`config.mk`:
```
export PLATFORM = sky130hd
export DESIGN_NAME = serial_audio_rx
export DESIGN_NICKNAME = d
export VERILOG_FILES = /design/src/rtl/sarx_pkg.sv /design/src/rtl/sarx_edge_sync.sv /design/src/rtl/sarx_ctrl.sv /design/src/rtl/sarx_datapath.sv /design/src/rtl/serial_audio_rx.sv
export SDC_FILE = /design/constraint.sdc
export NUM_CORES = 1
export LEC_CHECK = 0
export ABC_AREA = 1
export BUFFER_PORTS_ARGS = -buffer_cell sky130_fd_sc_hd__buf_2
export CORE_MARGIN = 4
export CORE_UTILIZATION = 30
export CTS_CLUSTER_DIAMETER = 60
export DETAILED_ROUTE_END_ITERATION = 8
export PLACE_DENSITY = 0.55
export RECOVER_POWER = 100
export SLEW_MARGIN = 10
export SYNTH_ARGS = -nofsm -noshare
export SYNTH_HDL_FRONTEND = slang
export SYNTH_SLANG_ARGS = --single-unit
```
`constraint.sdc`:
```
create_clock -name clk -period 3.4 [get_ports clk]
set_input_delay 0.51 -clock clk [delete_from_list [all_inputs] [get_ports clk]]
set_output_delay 0.51 -clock clk [all_outputs]
set_load 0.1 [all_outputs]
```
`src/rtl/sarx_pkg.sv`:
```
package sarx_pkg;

  // Common output sample width; all word lengths are sign-extended to it.
  localparam int SAMPLE_W = 24;
  localparam int LEN_SHORT = 16;
  localparam int LEN_MID   = 20;
  localparam int LEN_LONG  = 24;

  // Word length select codes.
  typedef enum logic [1:0] {
    WL_16  = 2'b00,
    WL_20  = 2'b01,
    WL_24  = 2'b10,
    WL_RSV = 2'b11
  } wordLen_e;

  // Strobes from the control path to the datapath, valid for one cycle.
  typedef struct packed {
    logic shiftEn;   // a new serial bit is present this cycle
    logic capture;   // a complete word is ready to be presented
    logic useNew;    // the word includes the bit arriving this cycle
    logic isRight;   // channel tag of the captured word
  } rxStrobe_t;

  // Number of bits per word for a select code (reserved decodes as the longest).
  function automatic int unsigned wordBits(input logic [1:0] sel);
    case (sel)
      WL_16:   return LEN_SHORT;
      WL_20:   return LEN_MID;
      default: return LEN_LONG;
    endcase
  endfunction

endpackage

```
`src/rtl/sarx_edge_sync.sv`:
```
module sarx_edge_sync #(
  parameter int STAGES = 2
) (
  input  logic clk,
  input  logic rstN,
  input  logic bitClk,
  input  logic wordClk,
  input  logic serData,
  output logic bckRise,
  output logic wsLevel,
  output logic dataBit
);

  localparam int LANES = 3;

  logic [LANES-1:0] pinNow;
  logic [LANES-1:0] syncOut;
  logic             bckLast;

  assign pinNow = {serData, wordClk, bitClk};

  // One synchronizer chain per serial wire; all three share the same depth
  // so that data and word clock stay aligned with the bit clock.
  for (genvar lane = 0; lane < LANES; lane++) begin : g_lane
    logic [STAGES-1:0] chainQ;
    if (STAGES == 1) begin : g_single
      always_ff @(posedge clk) begin
        if (!rstN) chainQ <= '0;
        else       chainQ <= pinNow[lane];
      end
    end else begin : g_multi
      always_ff @(posedge clk) begin
        if (!rstN) chainQ <= '0;
        else       chainQ <= {chainQ[STAGES-2:0], pinNow[lane]};
      end
    end
    assign syncOut[lane] = chainQ[STAGES-1];
  end

  always_ff @(posedge clk) begin
    if (!rstN) bckLast <= 1'b0;
    else       bckLast <= syncOut[0];
  end

  assign bckRise = syncOut[0] & ~bckLast;
  assign wsLevel = syncOut[1];
  assign dataBit = syncOut[2];

  // A rising edge seen through the chain can never last two cycles.
  AST_RISE_SPACED: assert property (@(posedge clk) disable iff (!rstN)
    bckRise |=> !bckRise);

endmodule

```
`src/rtl/sarx_ctrl.sv`:
```
module sarx_ctrl
  import sarx_pkg::*;
#(
  parameter int CNT_W = $clog2(SAMPLE_W) + 2
) (
  input  logic       clk,
  input  logic       rstN,
  input  logic       bckRise,
  input  logic       wsLevel,
  input  logic       fmtI2s,
  input  logic [1:0] wordSel,
  input  logic       lrPolarity,
  output rxStrobe_t  strobe
);

  localparam int CFG_W = 4;
  localparam logic [CNT_W-1:0] CNT_MAX = '1;

  logic [CFG_W-1:0] cfgNow;
  logic [CFG_W-1:0] cfgPrev;
  logic             cfgChanged;
  logic             primed;
  logic             locked;
  logic             wsLast;
  logic [CNT_W-1:0] bitCnt;
  logic [CNT_W-1:0] nBits;
  logic             wordEdge;
  logic             rjTake;
  logic             i2sTake;

  assign cfgNow     = {fmtI2s, lrPolarity, wordSel};
  assign cfgChanged = (cfgNow != cfgPrev);
  assign nBits      = CNT_W'(wordBits(wordSel));

  // A word clock transition is only trusted once a previous level exists.
  assign wordEdge = bckRise && primed && (wsLevel != wsLast);

  // Right-justified: the word ends at the transition; enough bits must have
  // arrived in the half-frame that just closed.
  assign rjTake  = !fmtI2s && wordEdge && locked && (bitCnt >= nBits);

  // I2S: one delay slot after the transition, then N bits; the Nth one
  // completes the word on the rise where the old count equals N.
  assign i2sTake = fmtI2s && bckRise && !wordEdge && locked && (bitCnt == nBits);

  always_comb begin
    strobe.shiftEn = bckRise && !cfgChanged;
    strobe.capture = (rjTake || i2sTake) && !cfgChanged;
    strobe.useNew  = fmtI2s;
    // The word belongs to the level it was sent under: the current level for
    // I2S, the level just left behind for right-justified framing.
    strobe.isRight = fmtI2s ? (wsLevel == lrPolarity) : (wsLast == lrPolarity);
  end

  always_ff @(posedge clk) begin
    if (!rstN) begin
      cfgPrev <= '0;
      primed  <= 1'b0;
      locked  <= 1'b0;
      wsLast  <= 1'b0;
      bitCnt  <= '0;
    end else begin
      cfgPrev <= cfgNow;
      if (cfgChanged) begin
        primed <= 1'b0;
        locked <= 1'b0;
        bitCnt <= '0;
      end else if (bckRise) begin
        primed <= 1'b1;
        wsLast <= wsLevel;
        if (wordEdge) begin
          locked <= 1'b1;
          bitCnt <= CNT_W'(1);
        end else if (bitCnt != CNT_MAX) begin
          bitCnt <= bitCnt + CNT_W'(1);
        end
      end
    end
  end

  // After a settings change the receiver is unlocked until a new edge.
  AST_UNLOCK_ON_CFG: assert property (@(posedge clk) disable iff (!rstN)
    cfgChanged |=> !locked);

endmodule

```
`src/rtl/sarx_datapath.sv`:
```
module sarx_datapath
  import sarx_pkg::*;
(
  input  logic                clk,
  input  logic                rstN,
  input  rxStrobe_t           strobe,
  input  logic                dataBit,
  input  logic [1:0]          wordSel,
  output logic [SAMPLE_W-1:0] sampleData,
  output logic                sampleValid,
  output logic                sampleRight
);

  logic [SAMPLE_W-1:0] shiftReg;
  logic [SAMPLE_W-1:0] rawWord;
  logic [SAMPLE_W-1:0] extWord;

  // I2S completes on the arriving bit; right-justified on the bits already held.
  assign rawWord = strobe.useNew ? {shiftReg[SAMPLE_W-2:0], dataBit} : shiftReg;

  always_comb begin
    case (wordSel)
      WL_16:   extWord = {{(SAMPLE_W-LEN_SHORT){rawWord[LEN_SHORT-1]}}, rawWord[LEN_SHORT-1:0]};
      WL_20:   extWord = {{(SAMPLE_W-LEN_MID){rawWord[LEN_MID-1]}}, rawWord[LEN_MID-1:0]};
      default: extWord = rawWord;
    endcase
  end

  always_ff @(posedge clk) begin
    if (!rstN) begin
      shiftReg    <= '0;
      sampleData  <= '0;
      sampleValid <= 1'b0;
      sampleRight <= 1'b0;
    end else begin
      if (strobe.shiftEn) shiftReg <= {shiftReg[SAMPLE_W-2:0], dataBit};
      sampleValid <= strobe.capture;
      if (strobe.capture) begin
        sampleData  <= extWord;
        sampleRight <= strobe.isRight;
      end
    end
  end

  AST_VALID_PULSE: assert property (@(posedge clk) disable iff (!rstN)
    sampleValid |=> !sampleValid);

  AST_SEXT_SHORT: assert property (@(posedge clk) disable iff (!rstN)
    (sampleValid && wordSel == WL_16) |->
      (sampleData[SAMPLE_W-1:LEN_SHORT-1] == '0 || sampleData[SAMPLE_W-1:LEN_SHORT-1] == '1));

  AST_SEXT_MID: assert property (@(posedge clk) disable iff (!rstN)
    (sampleValid && wordSel == WL_20) |->
      (sampleData[SAMPLE_W-1:LEN_MID-1] == '0 || sampleData[SAMPLE_W-1:LEN_MID-1] == '1));

endmodule

```
`src/rtl/serial_audio_rx.sv`:
```
module serial_audio_rx
  import sarx_pkg::*;
#(
  parameter int SYNC_STAGES = 2
) (
  input  logic                clk,
  input  logic                rstN,
  input  logic                bitClk,
  input  logic                wordClk,
  input  logic                serData,
  input  logic                fmtI2s,
  input  logic [1:0]          wordSel,
  input  logic                lrPolarity,
  output logic [SAMPLE_W-1:0] sampleData,
  output logic                sampleValid,
  output logic                sampleRight
);

  localparam int CNT_W = $clog2(SAMPLE_W) + 2;

  logic      bckRise;
  logic      wsLevel;
  logic      dataBit;
  rxStrobe_t strobe;

  sarx_edge_sync #(.STAGES(SYNC_STAGES)) sync_i (
    .clk     (clk),
    .rstN    (rstN),
    .bitClk  (bitClk),
    .wordClk (wordClk),
    .serData (serData),
    .bckRise (bckRise),
    .wsLevel (wsLevel),
    .dataBit (dataBit)
  );

  sarx_ctrl #(.CNT_W(CNT_W)) ctrl_i (
    .clk        (clk),
    .rstN       (rstN),
    .bckRise    (bckRise),
    .wsLevel    (wsLevel),
    .fmtI2s     (fmtI2s),
    .wordSel    (wordSel),
    .lrPolarity (lrPolarity),
    .strobe     (strobe)
  );

  sarx_datapath data_i (
    .clk         (clk),
    .rstN        (rstN),
    .strobe      (strobe),
    .dataBit     (dataBit),
    .wordSel     (wordSel),
    .sampleData  (sampleData),
    .sampleValid (sampleValid),
    .sampleRight (sampleRight)
  );

  // Samples only ever follow a detected bit clock rise by one register.
  AST_VALID_AFTER_RISE: assert property (@(posedge clk) disable iff (!rstN)
    sampleValid |-> $past(bckRise));

  // A settings change suppresses delivery in the following cycle.
  AST_CFG_QUIET: assert property (@(posedge clk) disable iff (!rstN)
    !$stable({fmtI2s, lrPolarity, wordSel}) |=> !sampleValid);

endmodule

```
==> run_results.csv <==
group,metric,value,unit
run_status,status,"finished, violations left",
run_status,failed_checks,"max-capacitance violations, max-slew violations",
floorplan,start_util,0.305,
sta,holdWs,0.353,ns
routing,first_iter_violations,187,
min_path,worstHoldEndpoint,"sync_i.g_lane[0].chainQ[0]$_SDFF_PN0_",
cts,cts_tree,"done",
final_layout,final_cell_area,3630,µm²
critical_path,critPathCaptureType,"flip-flop",
logic_synthesis,muxShareOfSynthArea,0,
critical_path,cpPeakStageDelay,0.48,ns
logic_synthesis,predominant_post_synthesis_flop_cell,"dfxtp_1",
floorplan,core_area,10800,µm²
logic_synthesis,synth.avg_cell_area,6.71,µm²
critical_path,criticalPathCategory,"flip-flop to flip-flop",
cts,clock_sinks,71,
pwr,share_comb_of_total_power,0.050,
cts,clkTransAtPathRegs,0.07,ns
cts,post-cts-setup-buffer-count,0,
routing,route.detailed.drc,0,
cts,tritoncts.num_buffers,9,
grt,grt_pass1_vias,2577,
placed_design,dpl_cell_area,3520,µm²
floorplan,top_level_ports,35,
placed_design,pre_cts_ws,0.621,ns
pwr,sequentialPowerShare,0.564,
logic_synthesis,post_synth_num_cell_types,24,
grt,antenna_found_initial,0,
pwr,proportion_of_total_power_due_to_net_switching,0.226,
logic_synthesis,ys_seq_elements,71,
sta,worst_slew_pin_slew,2.26,ns
sta,worst_clock_skew,0.00381,ns
logic_synthesis,synth.most_common_cell,"nor2_1",
sta,post-route-min-period,2.57,ns
final_layout,n_fill_cell,1186,
sta,hold_viol_final,0,
logic_synthesis,yosys.area_share.xor_xnor,0.0159,
pwr,worst_supply_voltage_drop_on_vdd,0.136,mV
logic_synthesis,synth_fp_nets,504,
logic_synthesis,synth.yosys.warnings,0,
grt,total_gr_overflow,0,
final_layout,area_delta_synth_final,10.3,%
critical_path,critical_path.startpoint_type,"flip-flop",
critical_path,reg2reg_depth,11,
pwr,netSwitchingPower,339,µW
routing,route.vias.total,2859,
critical_path,cp.arrival,2.84,ns
logic_synthesis,count_of_flip_flops_with_a_built_in_enable_after_synthesis,0,
logic_synthesis,synth_compound_gate_area_share,0.117,
routing,detail_route.wirelength,6950,µm
cts,cts-htree-levels,3,
placed_design,finalWeightedCongestion,0.767,
floorplan,die-height,113,µm
cts,worst_skew_pair.late_latency,0.34,ns
logic_synthesis,synth.largest_area_cell,"dfxtp_1",
critical_path,cpLargestDelayFamily,"simple AND/OR/NAND/NOR gates",
critical_path,rr_endpoint,"data_i.sampleData[9]$_SDFFE_PN0P_",
logic_synthesis,synth-simple-area-share,0.303,
critical_path,critical_path.cell_chain,"inv_1, nand2_1, nor2_1, nand2_1, nor2_1, nand2_1, nand2_1, nand2_2, nand2_1, nand2_1, nor2_1",
final_layout,num-nets-final,528,
cts,worst_case_clock_buffer_depth,2,
final_layout,post_route_cells_drive_above_1_share,0.0541,
critical_path,timing.reg2reg.setup_slack,0.83,ns
floorplan,total_number_of_placement_rows,38,
pwr,pwr_density_cell,412,nW/µm²
min_path,hp_class,"input port to flip-flop",
routing,vias_per_cell,4.34,
routing,firstDrtPassIters,4,
sta,totalNegativeSetupSlack,0,ns
cts,post_cts_resize_count,0,
final_layout,multi_input_comb_area,1480,µm²
critical_path,crit_buf_inv,1,
critical_path,cp.required,3.67,ns
pwr,internal_power,1.16,mW
placed_design,detailedPlacementHpwl,4670,µm
sta,final-max-slew-violation-count,59,
sta,final.setup.worst_slack,0.829,ns
routing,ant_nets,0,
cts,cts.root.buffer_cell,"clkbuf_8",
routing,drt-wirelength-per-cell,10.6,µm
logic_synthesis,synth_top_family_by_area,"simple AND/OR/NAND/NOR gates",
sta,rsz0062_at_grt,"false",
logic_synthesis,part_of_the_yosys_area_used_for_sequential_elements,0.431,
logic_synthesis,synth_cells,491,
sta,final-setup-viol-count,0,
logic_synthesis,post_synth_most_frequent_cells,"111 x nor2_1, 107 x nand2_1, 71 x dfxtp_1",
logic_synthesis,synth_top_cell_area_share,0.431,
sta,period_share,0.756,
flow_run,drv_cap,1,
logic_synthesis,synth-adder-area-share,0.0152,
floorplan,die_area,12700,µm²
min_path,hold_depth,3,
critical_path,critical_path.slowest_cell,"nand2_2",
floorplan,die_width,113,µm
placed_design,place.port_buffers,34,
sta,worst_slew_margin_rel,-0.506,
sta,maxClockFrequency,0.389,GHz
min_path,timing.hold.worst.start,"bitClk",
cts,post_cts_hold_buffer_count,0,
critical_path,timing.critical_path.fanout_max,30,
logic_synthesis,yosys-top-cells-area,"dfxtp_1 43%, nor2_1 13%, nand2_1 12%",
critical_path,cpMostUsedCell,"nand2_1",
critical_path,timing.rr.start,"sync_i.bckLast$_SDFF_PN0_",
final_layout,seqCellArea,1420,µm²
grt,grt_max_degree,59,
pwr,cellLeakagePower,1.72,nW
logic_synthesis,syn-cell-area,3300,µm²
pwr,power_frac_clock,0.386,
grt,grt_first_pass_wirelength,11900,µm
final_layout,finalCoreUtilization,0.337,
logic_synthesis,synth-async-reset-ratio,0,
final_layout,diodes,0,
grt,grt_usage,0.113,
flip-flops by register name, summed over array words and instances (netlist names):
signal	count
data_i.sampleData	24
data_i.shiftReg	24
ctrl_i.bitCnt	7
sync_i.g_lane.chainQ	6
ctrl_i.cfgPrev	4
ctrl_i.locked	1
ctrl_i.primed	1
ctrl_i.wsLast	1
data_i.sampleRight	1
data_i.sampleValid	1
sync_i.bckLast	1
kinds of logic after synthesis:
| group | after synthesis |
|---|---|
| AOI/OAI and AO/OA | 76 |
| xor gates and xnor gates | 6 |
| adders and majority gates | 4 |
| buffers and inverters | 88 |
| DFF | 71 |
| and+or+nand+nor | 246 |
final cells by class:
| class | instances | share of cell area |
|---|---|---|
| multi-input cells | 332 | 0.406 |
| flip-flops and latches | 71 | 0.391 |
| inverters | 63 | 0.0651 |
| well taps | 140 | 0.0482 |
| repair buffers | 38 | 0.0444 |
| clock buffers | 13 | 0.0437 |
| clock inverters | 1 | 0.00138 |
layout by cell type, fill, tap and decap left out:
cell / instances
a21oi_1: 21
a21oi_2: 1
buf_2: 6
buf_4: 3
clkbuf_1: 31
clkbuf_8: 11
clkinv_2: 1
dfxtp_1: 71
ha_1: 4
inv_1: 60
inv_2: 3
nand2_1: 109
nand2_2: 1
nand3_1: 10
nand3_2: 1
nand3b_1: 5
nand4_1: 5
nor2_1: 111
nor2_4: 1
nor3_1: 2
o21ai_0: 54
or2_0: 1
xor2_1: 6
metrics by stage:
stage                     instances  total power, mW
after floorplan                 491            0.921
after global placement          644            0.941
after detailed placement        644            0.941
after CTS                       658             1.53
after global routing            658             1.58
final                           658             1.50
worst max path at each step:
stage,to,depth (start not counted),slack [ns],from
after floorplan,data_i.sampleData[15]$_SDFFE_PN0P_,12,1.59,wordSel[1]
after global placement,data_i.sampleData[9]$_SDFFE_PN0P_,10,0.69,wordSel[1]
after detailed placement,data_i.sampleData[7]$_SDFFE_PN0P_,10,0.62,wordSel[1]
after CTS,data_i.sampleData[7]$_SDFFE_PN0P_,9,0.87,sync_i.g_lane[0].chainQ[1]$_SDFF_PN0_
after global routing,data_i.sampleData[13]$_SDFFE_PN0P_,10,0.37,sync_i.g_lane[0].chainQ[1]$_SDFF_PN0_
final,data_i.sampleData[9]$_SDFFE_PN0P_,11,0.83,sync_i.bckLast$_SDFF_PN0_
per-layer routing:
| layer | track usage | vias to the layer above | routed length (µm) |
|---|---|---|---|
| met1 | 0.154 | 1243 | 3600 |
| met3 | 0.0214 | 10 | 354 |
| met2 | 0.167 | 60 | 2850 |
| met4 | 0.0641 | 0 | 146 |
| met5 | 0 | - | 0 |
| li1 | - | 1546 | - |
tightest hold or removal path: stages:
cell and delay, ns:
buf_2 0.08, nand2_1 0.04, inv_1 0.04
power groups by stage:
stage / registers (mW) / logic, mW / clock network, mW
CTS: 0.845 / 0.0763 / 0.610
finish: 0.846 / 0.0744 / 0.578
detailed placement: 0.865 / 0.0762 / 0
floorplan: 0.863 / 0.0575 / 0
global route: 0.846 / 0.0863 / 0.645
global placement: 0.864 / 0.0762 / 0
No activity file was read; power rests on OpenSTA's default activity.
